$ cat src/rtl/cdu_pkg.sv
package cdu_pkg;
  localparam int CODE_W = 3;
  localparam int CNT_W  = 3;

  typedef logic [CODE_W-1:0] code_t;

  typedef enum logic [1:0] {
    SEL_RATIO = 2'd0,
    SEL_PLL   = 2'd1,
    SEL_DEV   = 2'd2,
    SEL_NONE  = 2'd3
  } reg_sel_e;

  // last count value of a lane period (period minus one)
  function automatic logic [CNT_W-1:0] code_last(input code_t c);
    case (c)
      3'd1:    return 3'd1;
      3'd2:    return 3'd2;
      3'd3:    return 3'd3;
      3'd4:    return 3'd5;
      3'd5:    return 3'd7;
      default: return 3'd0;
    endcase
  endfunction
endpackage

$ cat src/rtl/cdu_div_lane.sv
module cdu_div_lane
  import cdu_pkg::*;
(
  input  logic  clk,
  input  logic  rst_n,
  input  code_t code,
  output logic  tick
);
  logic [CNT_W-1:0] cnt;
  logic [CNT_W-1:0] last;

  assign last = code_last(code);
  assign tick = (cnt == last);

  always_ff @(posedge clk or negedge rst_n) begin
    if (!rst_n)    cnt <= '0;
    else if (tick) cnt <= '0;
    else           cnt <= cnt + 1'b1;
  end
endmodule

$ cat src/rtl/cdu_ratio_bank.sv
module cdu_ratio_bank
  import cdu_pkg::*;
#(
  parameter int N_OUT = 5,
  localparam int FIELD_W = N_OUT * CODE_W
) (
  input  logic               clk,
  input  logic               rst_n,
  input  logic               ctl_wr,
  input  logic [FIELD_W-1:0] ctl_codes,
  input  logic               ctl_now,
  input  logic               apply_evt,
  input  logic               boundary,
  output logic [FIELD_W-1:0] applied,
  output logic               req
);
  logic [FIELD_W-1:0] shadow;

  always_ff @(posedge clk or negedge rst_n) begin
    if (!rst_n) begin
      shadow  <= '0;
      applied <= '0;
      req     <= 1'b0;
    end else begin
      if (ctl_wr)
        shadow <= ctl_codes;
      if (req && boundary)
        applied <= shadow;
      req <= (req && !boundary) || (ctl_wr && ctl_now) || apply_evt;
    end
  end
endmodule

$ cat src/rtl/cdu_lock_seq.sv
module cdu_lock_seq #(
  parameter int STAB_W     = 8,
  parameter int LOCK_SHIFT = 4,
  parameter int MULT_W     = 16,
  localparam int LCNT_W    = STAB_W + LOCK_SHIFT
) (
  input  logic              clk,
  input  logic              rst_n,
  input  logic              pll_wr,
  input  logic              wr_on,
  input  logic [STAB_W-1:0] wr_stab,
  input  logic [MULT_W-1:0] wr_mult,
  output logic              on,
  output logic              stable,
  output logic [MULT_W-1:0] mult,
  output logic              apply_evt
);
  logic [STAB_W-1:0] stab;
  logic [LCNT_W-1:0] lcnt;
  logic [LCNT_W-1:0] target;
  logic              locking;
  logic              restart;
  logic              mult_new;

  assign target    = {stab, {LOCK_SHIFT{1'b0}}};
  assign mult_new  = (wr_mult != mult);
  assign apply_evt = pll_wr && on && (!wr_on || mult_new);
  assign restart   = pll_wr && wr_on && (!on || mult_new);

  always_ff @(posedge clk or negedge rst_n) begin
    if (!rst_n) begin
      on      <= 1'b0;
      stab    <= '0;
      mult    <= '0;
      stable  <= 1'b0;
      locking <= 1'b0;
      lcnt    <= '0;
    end else begin
      if (pll_wr) begin
        on   <= wr_on;
        stab <= wr_stab;
        mult <= wr_mult;
      end
      if (pll_wr && !wr_on) begin
        stable  <= 1'b0;
        locking <= 1'b0;
      end else if (restart) begin
        stable  <= 1'b0;
        locking <= 1'b1;
        lcnt    <= '0;
      end else if (locking) begin
        if (lcnt == target) begin
          stable  <= 1'b1;
          locking <= 1'b0;
        end else begin
          lcnt <= lcnt + 1'b1;
        end
      end
    end
  end
endmodule

$ cat src/rtl/clkdiv_ctrl.sv
module clkdiv_ctrl
  import cdu_pkg::*;
#(
  parameter int          N_OUT      = 5,
  parameter int          STAB_W     = 8,
  parameter int          LOCK_SHIFT = 4,
  parameter int          MULT_W     = 16,
  parameter int          DATA_W     = 32,
  parameter logic [31:0] DEV_RESET  = 32'd4,
  localparam int FIELD_W  = N_OUT * CODE_W,
  localparam int NOW_BIT  = DATA_W - 1,
  localparam int MULT_LSB = DATA_W - MULT_W,
  localparam int BE_W     = DATA_W / 8
) (
  input  logic              clk,
  input  logic              rst_n,
  input  logic              wr_en,
  input  logic [1:0]        wr_sel,
  input  logic [BE_W-1:0]   wr_be,
  input  logic [DATA_W-1:0] wr_data,
  output logic [N_OUT-1:0]  div_en,
  output logic              pll_on,
  output logic              pll_stable,
  output logic [MULT_W-1:0] pll_mult,
  output logic [DATA_W-1:0] dev_div
);
  logic               ratio_wr, pll_wr, dev_wr;
  logic [FIELD_W-1:0] applied_codes;
  logic               upd_req;
  logic               apply_evt;
  logic               all_wrap;

  assign ratio_wr = wr_en && (wr_sel == SEL_RATIO);
  assign pll_wr   = wr_en && (wr_sel == SEL_PLL);
  assign dev_wr   = wr_en && (wr_sel == SEL_DEV) && (&wr_be);
  assign all_wrap = &div_en;

  cdu_ratio_bank #(.N_OUT(N_OUT)) u_bank (
    .clk       (clk),
    .rst_n     (rst_n),
    .ctl_wr    (ratio_wr),
    .ctl_codes (wr_data[FIELD_W-1:0]),
    .ctl_now   (wr_data[NOW_BIT]),
    .apply_evt (apply_evt),
    .boundary  (all_wrap),
    .applied   (applied_codes),
    .req       (upd_req)
  );

  for (genvar g = 0; g < N_OUT; g++) begin : g_lane
    cdu_div_lane u_lane (
      .clk   (clk),
      .rst_n (rst_n),
      .code  (applied_codes[g*CODE_W +: CODE_W]),
      .tick  (div_en[g])
    );
  end

  cdu_lock_seq #(
    .STAB_W     (STAB_W),
    .LOCK_SHIFT (LOCK_SHIFT),
    .MULT_W     (MULT_W)
  ) u_lock (
    .clk       (clk),
    .rst_n     (rst_n),
    .pll_wr    (pll_wr),
    .wr_on     (wr_data[0]),
    .wr_stab   (wr_data[STAB_W:1]),
    .wr_mult   (wr_data[DATA_W-1:MULT_LSB]),
    .on        (pll_on),
    .stable    (pll_stable),
    .mult      (pll_mult),
    .apply_evt (apply_evt)
  );

  always_ff @(posedge clk or negedge rst_n) begin
    if (!rst_n)      dev_div <= DEV_RESET[DATA_W-1:0];
    else if (dev_wr) dev_div <= wr_data;
  end
endmodule

$ cat config.mk
export PLATFORM = sky130hd
export DESIGN_NAME = clkdiv_ctrl
export DESIGN_NICKNAME = d
export VERILOG_FILES = /design/src/rtl/cdu_pkg.sv /design/src/rtl/cdu_div_lane.sv /design/src/rtl/cdu_ratio_bank.sv /design/src/rtl/cdu_lock_seq.sv /design/src/rtl/clkdiv_ctrl.sv
export SDC_FILE = /design/constraint.sdc
export NUM_CORES = 1
export LEC_CHECK = 0
export BUFFER_PORTS_ARGS = -buffer_cell sky130_fd_sc_hd__buf_2
export CAP_MARGIN = 30
export CORE_AREA = 2 2 137 86
export CTS_CLUSTER_DIAMETER = 80
export DETAILED_ROUTE_END_ITERATION = 10
export DIE_AREA = 0 0 139 88
export HOLD_SLACK_MARGIN = 0.05
export PLACE_DENSITY = 0.74
export SLEW_MARGIN = 20
export SYNTH_ARGS = -nofsm -noshare
export SYNTH_HDL_FRONTEND = slang
export SYNTH_SLANG_ARGS = --single-unit
$ cat constraint.sdc
create_clock -name clk -period 2.6 [get_ports clk]
set_input_delay 0.78 -clock clk [delete_from_list [all_inputs] [get_ports clk]]
set_output_delay 0.78 -clock clk [all_outputs]
set_load 0.01 [all_outputs]
# Yosys cells after proc, flatten, opt, wreduce, memory -nomap -nowiden

Index checks and enable logic that the tools add are counted.

Register bits: 117
Input bits: 41
Output and inout port bits: 55
Word-level logic and storage cells: 105

Add/subtract/negate cells: 6
Equality and inequality tests: 35
Multiplexer cells: 21
Bitwise gates (word level): 1
Reduce and logical (&&, ||, !) cells: 27

Operators with widths:

| cell                                          | number |
|---|---|
| one-hot mux 3 bit (5 select lines)            | 5 |
| 2-to-1 mux 12 bit                             | 3 |
| == test 3 x 2 -> 1 bit, second input constant | 10 |
| == test 3 bit, second input constant          | 10 |
| != test 16 bit                                | 1 |
| adder 3 x 1 -> 3 bit, second input constant   | 5 |
| == test 3 x 1 -> 1 bit, second input constant | 5 |
| == test 3 bit                                 | 5 |
| 2-to-1 mux 3 bit                              | 5 |
| adder 12 x 1 -> 12 bit, second input constant | 1 |
| == test 12 bit                                | 1 |
| logical AND 1 bit                             | 12 |
| 2-to-1 mux 1 bit                              | 8 |
| nonzero test 3 bit                            | 2 |
| AND reduction 5 bit                           | 1 |
| logical OR 1 bit                              | 4 |
| AND reduction 4 bit                           | 1 |
| logical NOT 1 bit                             | 3 |
| AND reduction 3 bit                           | 1 |
| == test 2 x 1 -> 1 bit, second input constant | 1 |
| == test 2 bit, second input constant          | 1 |
| logical NOT 2 bit                             | 1 |
| != test 2 x 1 -> 1 bit, second input constant | 1 |
| AND reduction 2 bit                           | 1 |
| 2 further kinds                               | 2 |

# Longest topological paths before layout

Depth after elaboration: 8
Depth in mapped cells: 8
Gate-level depth less buffers: 7

# Hierarchy

Synthesis repeated with hierarchy kept, for this count alone.

Cells, all modules: 423
Area, all modules: 5720.5 µm²

By module, submodules not included:

| module         | times used | cells an instance | area each (µm²) | sequential area each (µm²) |
|---|---|---|---|---|
| cdu_lock_seq   | 1          | 176               | 2016.9          | 975.9 |
| clkdiv_ctrl    | 1          | 75                | 1416.4          | 802.0 |
| cdu_ratio_bank | 1          | 67                | 1204.9          | 775.7 |
| cdu_div_lane   | 5          | 21                | 216.5           | 75.1 |

# Worst setup path after synthesis

No wires, ideal clock.

Kind: register to output
From: reg u_bank.applied[1]
To: out div_en[0]
Arrival time: 1.439 ns
Required time: 1.820 ns
Path slack: 0.381 ns
Cell stages (with the launch flop): 6
Buffers on the path: 1
Cell sequence: dfrtp_1 > or2_1 > a2111oi_0 > o21ai_0 > o31ai_4 > buf_4

Longest elaborated chain between the ends: 3
Elaborated cells between the ends (all ways): 7
Classes of those cells: eq/ne (6); mux (1)

RTL lines:

| item                                  | RTL line             | source |
|---|---|---|
| start, declared                       | cdu_ratio_bank.sv:14 | `output logic [FIELD_W-1:0] applied,` |
| start signal, assigned                | cdu_ratio_bank.sv:28 | `applied <= shadow;` |
| == test 3 bit (tied with other cells) | cdu_pkg.sv:16        | `case (c)` |
| one-hot mux 3 bit (5 select lines) *  | cdu_pkg.sv:16        |  |
| == test 3 bit *                       | cdu_div_lane.sv:13   | `assign tick = (cnt == last);` |
| end, declared                         | clkdiv_ctrl.sv:21    | `output logic [N_OUT-1:0] div_en,` |

Mark *: on every way between the ends. The rest lies on a longest branch, timed or not.

# Worst setup path after layout

Ends and elaborated chain as after synthesis.

==> summary.md <==
| Metric | Value |
|---|---|
| Synth Flop Type | `dfrtp_1` |
| Clk root buf | `clkbuf_16` |
| Largest net degree at the start of global routing | `44` |
| Post-Syn Instances | `463` |
| Final period util | `99.3%` |
| Crit path cell chain | `or2_4 -> a211oi_2 -> a31oi_1 -> o31ai_4 -> buf_2` |
| FF/Latch Area | `2940 um2` |
| XOR/XNOR Fraction of Synth Area | `7.84%` |
| Total I/O pin count | `96` |
| Routed WL | `12.2 mm` |
| Hold-fix buffers at CTS | `0` |
| Share of layout cells above drive strength 1 | `38.7%` |
| Int Power | `4.71 mW` |
| GRT Util Overall | `21.4%` |
| Die height | `88 um` |
| CP arrival | `1800 ps` |
| Initial antenna violation count | `0` |
| Starting Density | `48.9%` |
| Status | `completed` |
| Fin crit period | `2580 ps` |
| Wire per inst | `16.5 um` |
| Pwr Density | `996 nW/um2` |
| Multi-input gate area | `2360 um2` |
| Pins over their slew limit | `0` |
| Non-Filler Cell Area, Final | `6800 um2` |
| DP HPWL | `8.30 mm` |
| Worst path required time | `1820 ps` |
| Psw | `2.07 mW` |
| Startpoint Class | `flop` |
| Final core occ | `62.1%` |
| Worst vdd ir | `0.552 mV` |
| Post-synth cell types | `40` |
| Area after DPL | `6040 um2` |
| # nets final | `630` |
| Clock power share | `35.0%` |
| Mux contribution to synthesized area | `13.7%` |
| Num CTS Buffers | `17` |
| Clk_skew | `8.34 ps` |
| Routed Antenna Nets | `0` |
| Place WS | `67.1 ps` |
| Synth Area in Compound Gates | `4.60%` |
| Hold Path Class | `input pin to async pin` |
| Clock latency on the worst-skew pair | `410 ps` |
| Crit path max fanout | `5` |
| Setup TNS | `0 ps` |
| CTS tree | `done` |
| Unrepaired setup endpoints after global routing | `true` |
| Fmax | `0.387 GHz` |
| Worst slew pin tran | `752 ps` |
| Simple-Gate Fraction of Synth Area | `15.1%` |
| PortBufs | `95` |
| Ranking of synthesized cells by area | `dfrtp_1 54%, mux2_2 10%, xnor2_1 7.0%` |
| FF+latch count, synth | `117` |
| Diodes inserted | `0` |
| First-pass GRT wire length | `20.1 mm` |
| Vias in the first global route | `3935` |
| Post-synthesis sequential area ratio | `54.6%` |
| Global route total overflow | `0` |
| DRC viols | `0` |
| Via/cell ratio | `5.13` |
| Post-Syn Nets | `511` |
| Row count | `30` |
| Placer Congestion | `0.787` |
| Die area | `12200 um2` |
| WS Path Type | `flop to output port` |
| Gate power share | `26.0%` |
| Clock buffer depth | `2` |
| Post-synthesis adder-cell area fraction | `1.63%` |
| Family with the most delay on the worst path | `compound AO/OA/AOI/OAI gates` |
| Final Setup Violations | `0` |
| Core ar. | `11000 um2` |
| FFs w/ async S/R, synth | `100%` |
| DR vias | `3790` |
| Worst Setup End Kind | `output port` |
| DIE WIDTH | `139 um` |
| First-iteration detailed-routing DRC count | `214` |
| Fill cells | `846` |
| Ys Warns | `0` |
| Top-count cell post-synth | `dfrtp_1` |
| Top post-synthesis cells by count | `116 x dfrtp_1, 82 x nand2_1, 49 x mux2_2` |
| Synth Cell Area | `5360 um2` |
| Buf/Inv on CP | `1` |
| CP max-delay cell | `dfrtp_1` |
| Final hold vios | `0` |
| Total power | `6.77 mW` |
| First drt pass iteration count | `4` |
| Setup slack after layout | `18.1 ps` |
| Syn avg cell area | `11.6 um2` |
| Cell accounting for the most synthesized area | `dfrtp_1` |
| Area grow syn2layout | `26.9%` |
| Sw frac | `30.5%` |
| Max cap viols | `0` |
| Largest stage delay, worst path | `410 ps` |
| Reg clk slew, reported paths | `50 ps` |
| Clock sinks | `117` |
| Relative slew slack | `49.8%` |
| H-tree level count | `4` |
| Reg power frac | `39.0%` |
| Post-synth EDFFs | `0` |
| Synth top area share | `54.2%` |
| Pleak | `3.33 nW` |
| Largest family of logic cells by synthesized area | `simple AND/OR/NAND/NOR gates` |
repair_timing:
action,CTS,global route
setup endpoints to repair,5,6
resized for setup,9,12
buffers inserted,8,4
pin swaps,6,5
final cells by class:
type | count | share of cell area, %
timing repair buffer | 118 | 10.1
sequential | 117 | 43.2
clock inverter | 9 | 1.86
inverter | 10 | 0.552
tap | 144 | 2.65
multi-input combinational | 318 | 34.7
clock buffer | 23 | 6.88
kinds of logic after synthesis:
kind of cell	count (synthesis)
XOR/XNOR	48
AND/OR/NAND/NOR	174
flip-flops	117
adder cells (fa/ha/maj)	7
buffers and inverters	28
multiplexers	62
AO/OA/AOI/OAI	27
metal layers:
layer | global-route usage [%] | up-vias | share of wire [%]
met1 | 29.4 | 1853 | 49
met2 | 32.7 | 103 | 44
met3 | 6.89 | 20 | 5.5
met5 | 0 | - | 0
met4 | 7.25 | 0 | 1.4
li1 | - | 1814 | -
worst paths after layout:
check / start / end / slack, ps / cells after the start
min reg2reg: dev_div[3] / dev_div[3] / 500 / 1
min: rst_n / u_lock.stab[0] / 350 / 1
max reg2reg: u_bank.applied[10] / u_bank.applied[2] / 120 / 7
max in group asynchronous: rst_n / u_bank.applied[10] / 1600 / 2
max: u_bank.applied[1] / div_en[0] / 20 / 5
min in group clk: dev_div[3] / dev_div[3] / 500 / 1
state kept, by name (all words and copies together), names as in the netlist, 8 cells and up:
signal / cells
dev_div: 32
u_lock.mult: 16
g_lane.u_lane.cnt: 15
u_bank.applied: 15
u_bank.shadow: 15
u_lock.lcnt: 12
u_lock.stab: 8
power by group through the flow:
| stage | combinational (mW) | clock [mW] | sequential (mW) |
|---|---|---|---|
| after floorplan | 1.06 | 0 | 2.60 |
| after global placement | 1.44 | 0 | 2.60 |
| after detailed placement | 1.51 | 0 | 2.64 |
| after CTS | 1.68 | 2.39 | 2.63 |
| after global routing | 1.93 | 2.49 | 2.71 |
| final | 1.76 | 2.37 | 2.64 |
layout by cell type, fill, tap and decap left out, drive strengths merged:
master	Yosys	routed
mux2	62	62
buf	6	118
nand2	82	82
nand3	9	9
a2111oi	1	1
a21oi	4	4
nand2b	1	1
o31a	4	4
clkinvlp	0	1
nor2	33	33
a31oi	1	1
nand4	10	10
xnor2	43	43
a221o	1	1
o211ai	2	2
nor4b	1	1
dfrtp	116	116
a21bo	1	1
bufinv	0	3
clkinv	0	5
ha	7	7
nor4	2	2
o311ai	4	4
and4	2	2
dfstp	1	1
inv	10	10
nor2b	4	4
nor3b	6	6
nand3b	5	5
o21ai	6	6
clkbuf	12	23
a211oi	2	2
or2	3	3
o31ai	1	1
and3	5	5
nor3	11	11
xor2	5	5
through the flow:
step | instances | hold WS [ps]
after floorplan | 463 | 454
after global placement | 695 | 466
after detailed placement | 695 | 476
after CTS | 735 | 374
after global routing | 739 | 399
final | 739 | 352
(Power assumes the default switching activity.)
